[config.mk]
export PLATFORM = sky130hd
export DESIGN_NAME = ssif_rsp_segmenter
export DESIGN_NICKNAME = d
export VERILOG_FILES = /design/src/rtl/ssif_seg_pkg.sv /design/src/rtl/ssif_msg_store.sv /design/src/rtl/ssif_blk_plan.sv /design/src/rtl/ssif_out_buf.sv /design/src/rtl/ssif_rsp_segmenter.sv
export SDC_FILE = /design/constraint.sdc
export NUM_CORES = 2
export LEC_CHECK = 0
export ABC_AREA = 1
export BUFFER_PORTS_ARGS = -buffer_cell sky130_fd_sc_hd__buf_2
export CORE_ASPECT_RATIO = 1.5
export CORE_MARGIN = 2
export CORE_UTILIZATION = 25
export DETAILED_ROUTE_END_ITERATION = 10
export GPL_TIMING_DRIVEN = 1
export PLACE_DENSITY = 0.46
export SLEW_MARGIN = 20
export SYNTH_ARGS = -nofsm -noshare
export SYNTH_HDL_FRONTEND = slang
export SYNTH_HIERARCHICAL = 1
export SYNTH_SLANG_ARGS = --single-unit
export TNS_END_PERCENT = 30
[constraint.sdc]
create_clock -name clk_i -period 10.1 [get_ports clk_i]
set_clock_uncertainty 0.15 [all_clocks]
set_input_delay 1.01 -clock clk_i [delete_from_list [all_inputs] [get_ports clk_i]]
set_output_delay 1.01 -clock clk_i [all_outputs]
set_load 0.01 [all_outputs]
[src/rtl/ssif_seg_pkg.sv]
package ssif_seg_pkg;
  localparam logic [7:0] CMD_RD_FIRST = 8'h03;
  localparam logic [7:0] CMD_RD_NEXT  = 8'h09;
  localparam logic [7:0] CMD_RD_RETRY = 8'h0A;
  localparam logic [7:0] CC_TRUNC     = 8'hCA;
  localparam logic [7:0] END_MARK     = 8'hFF;
  localparam logic [7:0] START_MARK0  = 8'h00;
  localparam logic [7:0] START_MARK1  = 8'h01;
endpackage

[src/rtl/ssif_msg_store.sv]
module ssif_msg_store
  import ssif_seg_pkg::*;
#(
  parameter int MSG_MAX  = 255,
  parameter int LEN_IN_W = 9,
  parameter int AW       = $clog2(MSG_MAX + 1)
) (
  input  logic                clk_i,
  input  logic                rst_ni,
  input  logic                start_i,
  input  logic [LEN_IN_W-1:0] len_i,
  input  logic [7:0]          tag_i,
  input  logic                byte_valid_i,
  input  logic [7:0]          byte_i,
  input  logic [AW-1:0]       rd_addr_i,
  output logic [7:0]          rd_data_o,
  output logic [AW-1:0]       msg_len_o,
  output logic [7:0]          exp_tag_o,
  output logic                load_o
);
  logic [7:0]    mem [0:MSG_MAX-1];
  logic [AW-1:0] wptr;
  logic          loading, trunc;
  logic          wr_en;
  logic [7:0]    wr_dat;

  assign load_o    = start_i && (tag_i == exp_tag_o);
  assign wr_en     = !start_i && byte_valid_i && loading && (int'(wptr) < MSG_MAX);
  // third message byte becomes the truncation completion code
  assign wr_dat    = (trunc && wptr == AW'(2)) ? CC_TRUNC : byte_i;
  assign rd_data_o = (int'(rd_addr_i) < MSG_MAX) ? mem[rd_addr_i] : 8'h00;

  always_ff @(posedge clk_i or negedge rst_ni) begin
    if (!rst_ni) begin
      exp_tag_o <= '0;
      msg_len_o <= '0;
      wptr      <= '0;
      loading   <= 1'b0;
      trunc     <= 1'b0;
    end else if (load_o) begin
      exp_tag_o <= exp_tag_o + 8'd1;
      trunc     <= (int'(len_i) > MSG_MAX);
      msg_len_o <= (int'(len_i) > MSG_MAX) ? AW'(MSG_MAX) : AW'(len_i);
      wptr      <= '0;
      loading   <= 1'b1;
    end else if (start_i) begin
      loading   <= 1'b0;
    end else if (wr_en) begin
      wptr      <= wptr + 1'b1;
    end
  end

  always_ff @(posedge clk_i) begin
    if (wr_en) mem[wptr] <= wr_dat;
  end
endmodule

[src/rtl/ssif_blk_plan.sv]
module ssif_blk_plan
  import ssif_seg_pkg::*;
#(
  parameter int CHUNK = 32,
  parameter int AW    = 8,
  parameter int OB_AW = $clog2(CHUNK + 2)
) (
  input  logic [AW-1:0]    msg_len_i,
  input  logic [7:0]       blk_i,
  output logic             ok_o,
  output logic [7:0]       hdr0_o,
  output logic [7:0]       hdr1_o,
  output logic [7:0]       hdr2_o,
  output logic [1:0]       hdr_n_o,
  output logic [AW-1:0]    src_o,
  output logic [OB_AW-1:0] dst_o,
  output logic [OB_AW-1:0] cnt_o
);
  localparam int FIRST = CHUNK - 2;
  localparam int MID   = CHUNK - 1;

  logic [15:0] pos, rem;

  always_comb begin
    pos     = 16'(FIRST) + 16'(blk_i - 8'd1) * 16'(MID);
    rem     = 16'(msg_len_i) - pos;
    ok_o    = 1'b0;
    hdr0_o  = '0;
    hdr1_o  = '0;
    hdr2_o  = '0;
    hdr_n_o = 2'd1;
    src_o   = '0;
    dst_o   = OB_AW'(1);
    cnt_o   = '0;
    if (msg_len_i == '0) begin
      ok_o = 1'b0;
    end else if (int'(msg_len_i) <= CHUNK) begin
      ok_o   = (blk_i == 8'd0);
      hdr0_o = 8'(msg_len_i);
      cnt_o  = OB_AW'(msg_len_i);
    end else if (blk_i == 8'd0) begin
      ok_o    = 1'b1;
      hdr0_o  = 8'(CHUNK);
      hdr1_o  = START_MARK0;
      hdr2_o  = START_MARK1;
      hdr_n_o = 2'd3;
      dst_o   = OB_AW'(3);
      cnt_o   = OB_AW'(FIRST);
    end else if (pos < 16'(msg_len_i)) begin
      ok_o    = 1'b1;
      hdr_n_o = 2'd2;
      dst_o   = OB_AW'(2);
      src_o   = AW'(pos);
      if (rem > 16'(MID)) begin
        cnt_o  = OB_AW'(MID);
        hdr1_o = blk_i - 8'd1;
      end else begin
        cnt_o  = OB_AW'(rem);
        hdr1_o = END_MARK;
      end
      hdr0_o = 8'(cnt_o) + 8'd1;
    end
  end
endmodule

[src/rtl/ssif_out_buf.sv]
module ssif_out_buf
  import ssif_seg_pkg::*;
#(
  parameter int CHUNK = 32,
  parameter int AW    = 8,
  parameter int OB_AW = $clog2(CHUNK + 2)
) (
  input  logic             clk_i,
  input  logic             rst_ni,
  input  logic             clear_i,
  input  logic             start_i,
  input  logic [7:0]       hdr0_i,
  input  logic [7:0]       hdr1_i,
  input  logic [7:0]       hdr2_i,
  input  logic [1:0]       hdr_n_i,
  input  logic [AW-1:0]    src_i,
  input  logic [OB_AW-1:0] dst_i,
  input  logic [OB_AW-1:0] cnt_i,
  input  logic [7:0]       mem_data_i,
  output logic [AW-1:0]    mem_addr_o,
  input  logic             rd_req_i,
  output logic [7:0]       rd_byte_o,
  output logic             rd_valid_o,
  output logic             busy_o,
  output logic             ready_o
);
  localparam int OBUF_N = CHUNK + 1;

  logic [7:0]       obuf [0:OBUF_N-1];
  logic [OB_AW-1:0] idx, dst_r, cnt_r, rptr;
  logic [AW-1:0]    src_r;

  assign mem_addr_o = src_r + AW'(idx);

  always_ff @(posedge clk_i or negedge rst_ni) begin
    if (!rst_ni) begin
      busy_o     <= 1'b0;
      ready_o    <= 1'b0;
      idx        <= '0;
      dst_r      <= '0;
      cnt_r      <= '0;
      src_r      <= '0;
      rptr       <= '0;
      rd_valid_o <= 1'b0;
      rd_byte_o  <= '0;
    end else begin
      rd_valid_o <= 1'b0;
      if (clear_i) begin
        busy_o  <= 1'b0;
        ready_o <= 1'b0;
        rptr    <= '0;
      end else if (start_i) begin
        busy_o  <= (cnt_i != '0);
        ready_o <= (cnt_i == '0);
        idx     <= '0;
        dst_r   <= dst_i;
        cnt_r   <= cnt_i;
        src_r   <= src_i;
        rptr    <= '0;
      end else if (busy_o) begin
        idx <= idx + 1'b1;
        if (idx == cnt_r - 1'b1) begin
          busy_o  <= 1'b0;
          ready_o <= 1'b1;
        end
      end else if (rd_req_i && ready_o) begin
        rd_valid_o <= 1'b1;
        if (int'(rptr) < OBUF_N) begin
          rd_byte_o <= obuf[rptr];
          rptr      <= rptr + 1'b1;
        end else begin
          rd_byte_o <= END_MARK;
        end
      end
    end
  end

  always_ff @(posedge clk_i or negedge rst_ni) begin
    if (!rst_ni) begin
      for (int i = 0; i < OBUF_N; i++) obuf[i] <= '0;
    end else if (!clear_i && start_i) begin
      obuf[0] <= hdr0_i;
      if (hdr_n_i >= 2'd2) obuf[1] <= hdr1_i;
      if (hdr_n_i == 2'd3) obuf[2] <= hdr2_i;
    end else if (!clear_i && busy_o) begin
      obuf[dst_r + idx] <= mem_data_i;
    end
  end
endmodule

[src/rtl/ssif_rsp_segmenter.sv]
module ssif_rsp_segmenter
  import ssif_seg_pkg::*;
#(
  parameter int MSG_MAX  = 255,
  parameter int CHUNK    = 32,
  parameter int LEN_IN_W = 9
) (
  input  logic                clk_i,
  input  logic                rst_ni,
  input  logic                cmd_valid_i,
  input  logic [7:0]          cmd_code_i,
  input  logic                cmd_has_arg_i,
  input  logic [7:0]          cmd_arg_i,
  input  logic                rsp_start_i,
  input  logic [LEN_IN_W-1:0] rsp_len_i,
  input  logic [7:0]          rsp_tag_i,
  input  logic                rsp_byte_valid_i,
  input  logic [7:0]          rsp_byte_i,
  input  logic                rd_req_i,
  output logic [7:0]          rd_byte_o,
  output logic                rd_valid_o,
  output logic                stage_ready_o,
  output logic                cmd_err_o
);
  localparam int AW    = $clog2(MSG_MAX + 1);
  localparam int OB_AW = $clog2(CHUNK + 2);

  logic [AW-1:0]    msg_len, mem_addr;
  logic [7:0]       mem_data, exp_tag;
  logic             load_acc, copy_busy;
  logic [7:0]       blk_q, blk_nx;
  logic             cmd_take, known, noarg_err, stage_go, err_nx;
  logic             p_ok;
  logic [7:0]       p_h0, p_h1, p_h2;
  logic [1:0]       p_hn;
  logic [AW-1:0]    p_src;
  logic [OB_AW-1:0] p_dst, p_cnt;

  ssif_msg_store #(.MSG_MAX(MSG_MAX), .LEN_IN_W(LEN_IN_W), .AW(AW)) u_store (
    .clk_i, .rst_ni,
    .start_i(rsp_start_i), .len_i(rsp_len_i), .tag_i(rsp_tag_i),
    .byte_valid_i(rsp_byte_valid_i), .byte_i(rsp_byte_i),
    .rd_addr_i(mem_addr), .rd_data_o(mem_data),
    .msg_len_o(msg_len), .exp_tag_o(exp_tag), .load_o(load_acc)
  );

  always_comb begin
    cmd_take  = cmd_valid_i && !copy_busy && !load_acc;
    noarg_err = (cmd_code_i == CMD_RD_RETRY) && !cmd_has_arg_i;
    known     = 1'b1;
    unique case (cmd_code_i)
      CMD_RD_FIRST: blk_nx = 8'd0;
      CMD_RD_NEXT:  blk_nx = blk_q + 8'd1;
      CMD_RD_RETRY: begin blk_nx = cmd_arg_i; known = cmd_has_arg_i; end
      default:      begin blk_nx = blk_q; known = 1'b0; end
    endcase
  end

  ssif_blk_plan #(.CHUNK(CHUNK), .AW(AW), .OB_AW(OB_AW)) u_plan (
    .msg_len_i(msg_len), .blk_i(blk_nx), .ok_o(p_ok),
    .hdr0_o(p_h0), .hdr1_o(p_h1), .hdr2_o(p_h2), .hdr_n_o(p_hn),
    .src_o(p_src), .dst_o(p_dst), .cnt_o(p_cnt)
  );

  assign stage_go = cmd_take && known && p_ok;
  assign err_nx   = cmd_take && (noarg_err || (known && !p_ok));

  always_ff @(posedge clk_i or negedge rst_ni) begin
    if (!rst_ni) begin
      blk_q     <= '0;
      cmd_err_o <= 1'b0;
    end else begin
      cmd_err_o <= err_nx;
      if (load_acc)              blk_q <= '0;
      else if (cmd_take && known) blk_q <= blk_nx;
    end
  end

  ssif_out_buf #(.CHUNK(CHUNK), .AW(AW), .OB_AW(OB_AW)) u_obuf (
    .clk_i, .rst_ni,
    .clear_i(load_acc), .start_i(stage_go),
    .hdr0_i(p_h0), .hdr1_i(p_h1), .hdr2_i(p_h2), .hdr_n_i(p_hn),
    .src_i(p_src), .dst_i(p_dst), .cnt_i(p_cnt),
    .mem_data_i(mem_data), .mem_addr_o(mem_addr),
    .rd_req_i, .rd_byte_o, .rd_valid_o,
    .busy_o(copy_busy), .ready_o(stage_ready_o)
  );
endmodule

==> impl_metrics.env <==
export IMPL_status="finished, final reports clean"
export IMPL_worst_setup_path_type="register to register"
export IMPL_drt_iter0_markers=4998
export IMPL_hold_viol_final=0
export IMPL_dr_pass1_iters=6
export IMPL_core_area_mm2=0.4293
export IMPL_drc_errors=0
export IMPL_antenna_found_initial=8
export IMPL_worst_path_max_delay_cell="fa_1"
export IMPL_yosysUniqueCellTypes=58
export IMPL_cp_depth=46
export IMPL_cts_sinks=2382
export IMPL_maxCapViolCount=0
export IMPL_syn_to_final_growth_pct=12.25
export IMPL_avgSynthCellArea_um2=9.826
export IMPL_die_h_um=807.2
export IMPL_worst_path_buf_inv=11
export IMPL_p_int_uw=17810
export IMPL_critPathArrivalTime_ps=9520
export IMPL_clock_fmax_mhz=112.4
export IMPL_ant_nets=0
export IMPL_drive_gt1_frac=0.06454
export IMPL_hp_class="primary input to register"
export IMPL_finalSetupTns_ps=0
export IMPL_worst_setup_path_start_kind="register"
export IMPL_worst_pin_slew_ps=1115
export IMPL_synthArstFlopShare=0.1436
export IMPL_cpMostUsedCell="nand2_1"
export IMPL_io_buffers=58
export IMPL_num_vias=73580
export IMPL_period_needed_ps=8898
export IMPL_worstPathRequired_ps=10720
export IMPL_wl_per_cell_um=20.21
export IMPL_cts_tree="done"
export IMPL_grt_overflow=0
export IMPL_die_width_um=539.5
export IMPL_yosys_warnings=6
export IMPL_drv_slew=0
export IMPL_dp_worst_setup_slack_ps=593.8
export IMPL_worst_slack_ps=1202
export IMPL_dpl_hpwl_um=205200
export IMPL_power_density_mw_per_mm2=246.5
export IMPL_cts_buffers_inserted=229
export IMPL_synth_edf_count=2040
export IMPL_final_nets=10940
export IMPL_syn_area_mm2=0.1075
export IMPL_ir_worst_vdd_uv=235.6
export IMPL_cpPeakStageDelay_ps=580
export IMPL_clockPowerShare=0.287
export IMPL_p_comb_frac=0.349
export IMPL_nFillCells=44930
export IMPL_p_sw_frac=0.4015
export IMPL_synth_ff_type="edfxtp_1"
export IMPL_r2r_cells=46
export IMPL_seqPwrFrac=0.364
export IMPL_grt_use_total=0.1506
export IMPL_cts_htree_levels=4
export IMPL_grt_setup_unrepaired="false"
export IMPL_pin_count=59
export IMPL_cts_root_buf="clkbuf_16"
export IMPL_start_util=0.2505
export IMPL_ys_ff_latch=2382
export IMPL_crit_fanout=16
export IMPL_gp_congestion=0.8344
export IMPL_slew_headroom=0.2543
export IMPL_crit_family="simple AND/OR/NAND/NOR gates"
export IMPL_holdPathStages=2
export IMPL_grt_max_degree=138
export IMPL_cts_buffer_depth=4
export IMPL_grt_pass1_wl_um=493100
export IMPL_p_leak_uw=0.04737
export IMPL_finalSetupViolCount=0
export IMPL_grt_pass1_vias=72420
export IMPL_routed_wl_um=336100
export IMPL_num_rows=295
export IMPL_end_kind="register"
export IMPL_seq_area_frac_synth=0.6493
export IMPL_syn_instance_count=10940
export IMPL_net_switching_power_uw=11940
export IMPL_routed_via_density=4.424
export IMPL_clk_pin_slew_ps=70
export IMPL_insertion_delay_ps=940
export IMPL_die_area_mm2=0.4355
export IMPL_period_share=0.8809
worst paths after layout:
check	from	to	slack, ps
min in group asynchronous	rst_ni	u_store/exp_tag_o[6]	560
max in group asynchronous	rst_ni	u_obuf/obuf[35]	7330
hold / removal	rsp_start_i	u_store/loading	170
hold reg to reg	u_obuf/dst_r[3]	u_obuf/dst_r[3]	330
setup reg to reg	blk_q[0]	u_obuf/obuf[209]	1200
setup / recovery	blk_q[0]	u_obuf/obuf[209]	1200
cell type report:
| class | count | area (um2) | share of cell area |
|---|---|---|---|
| Tap cell | 5643 | 7061 | 0.05849 |
| Multi-Input combinational cell | 6910 | 30810 | 0.2552 |
| Inverter | 1067 | 4053 | 0.03357 |
| Timing Repair Buffer | 212 | 1750 | 0.01450 |
| Clock buffer | 267 | 5944 | 0.04925 |
| Clock inverter | 148 | 1255 | 0.01040 |
| Antenna cell | 4 | 10.01 | 0.00008293 |
| Sequential cell | 2382 | 69820 | 0.5785 |
layer usage:
metal | vias up | GRT usage | part of all wire
li1 | 35590 | - | -
met1 | 36080 | 0.1675 | 0.38
met2 | 1392 | 0.2904 | 0.54
met3 | 514 | 0.01412 | 0.033
met4 | 0 | 0.06166 | 0.043
met5 | - | 0 | 0
flip-flops by register name, indices dropped and copies added, names as in the netlist, 6 cells and up:
signal	flops
u_store/mem	2040
u_obuf/obuf	264
blk_q	8
u_obuf/rd_byte_o	8
u_obuf/src_r	8
u_store/exp_tag_o	8
u_store/msg_len_o	8
u_store/wptr	8
u_obuf/cnt_r	6
u_obuf/dst_r	6
u_obuf/idx	6
u_obuf/rptr	6
repair_timing:
| action | in CTS | in global routing |
|---|---|---|
| setup buffers | 0 | 0 |
| hold endpoints to repair | 76 | 0 |
| hold buffers | 1 | 0 |
| resized for setup | 0 | 0 |
power by group through the flow:
stage | sequential (uW) | combinational [uW] | clock [uW]
after CTS | 10800 | 10600 | 8780
after floorplan | 11000 | 6310 | 0
after detailed placement | 11000 | 10600 | 0
after global routing | 10800 | 11300 | 9080
after global placement | 11000 | 10600 | 0
final | 10800 | 10400 | 8530
worst reg2reg max path, delay by kind of cell, from the launching register on:
family	cells	cell delay [ps]
flip-flops	1	450
AND/OR/NAND/NOR	22	3250
AO/OA/AOI/OAI	4	560
XOR/XNOR	2	590
buffers and inverters	11	1000
adder cells (fa/ha/maj)	7	2730
per-stage QoR:
| step | utilization | hold slack (ps) | std cells | area, um2 | power (uW) |
|---|---|---|---|---|---|
| after floorplan | - | 292.5 | 10960 | 107600 | 17340 |
| after global placement | 0.2643 | 310.9 | 16210 | 113500 | 21630 |
| after detailed placement | 0.2644 | 317.1 | 16210 | 113500 | 21620 |
| after CTS | 0.2812 | 100.0 | 16630 | 120700 | 30220 |
| after global routing | 0.2812 | 159.3 | 16630 | 120700 | 31220 |
| final | 0.2812 | 173.9 | 16630 | 120700 | 29750 |
synthesized netlist by cell type, types with 2 or more instances:
library cell	number	share of area
nand2_1	3168	0.11
edfxtp_1	2040	0.57
nor2_1	1433	0.050
inv_1	1043	0.036
nand3_1	916	0.043
o21ai_0	477	0.022
dfrtp_1	342	0.080
o21ai_1	320	0.015
clkbuf_1	237	0.0083
buf_2	185	0.0086
a21oi_1	149	0.0069
o211ai_1	97	0.0068
buf_4	66	0.0046
ha_1	66	0.0077
buf_1	55	0.0019
buf_6	50	0.0052
nand4_1	42	0.0024
or2_2	30	0.0017
xor2_1	29	0.0024
fa_1	25	0.0047
nor2_2	20	0.0012
inv_2	16	0.00056
nand2_2	16	0.00093
nand2_4	16	0.0017
xnor2_1	16	0.0013
nor3_1	12	0.00056
a31oi_1	10	0.00058
nand3_2	9	0.00084
nor2_4	7	0.00073
clkinv_1	5	0.00017
a21oi_2	4	0.00033
nor4_1	4	0.00023
buf_8	3	0.00042
nand3b_1	3	0.00021
nor2_8	3	0.00056
o22ai_1	3	0.00017
o31ai_1	3	0.00021
and2_1	2	0.00012
o21ai_2	2	0.00016
placed cells by master (no fill, tap or decap), types with 28 or more instances in the layout:
cell type	synthesis	final
buf_4	66	129
inv_1	1043	1038
o211ai_1	97	97
ha_1	66	65
edfxtp_1	2040	2040
nor2_1	1433	1425
o21ai_0	477	477
clkbuf_16	0	230
nand2_1	3168	3160
a21oi_1	149	149
xor2_1	29	28
dfrtp_1	342	340
nand4_1	42	42
buf_2	185	57
nand3_1	916	907
o21ai_1	320	320
clkbuf_1	237	32
clkinv_1	5	60
clkinv_2	1	51
kinds of logic after synthesis:
| family | count (synthesis) | share of synthesized area |
|---|---|---|
| AOI/OAI and AO/OA | 1077 | 0.05349 |
| xor gates and xnor gates | 45 | 0.003665 |
| adders and majority gates | 91 | 0.01233 |
| buffers and inverters | 1663 | 0.06642 |
| DFF | 2382 | 0.6493 |
| other | 1 | 0.00003487 |
| and+or+nand+nor | 5684 | 0.2148 |
Note: power is estimated with default switching activity, not from simulation.
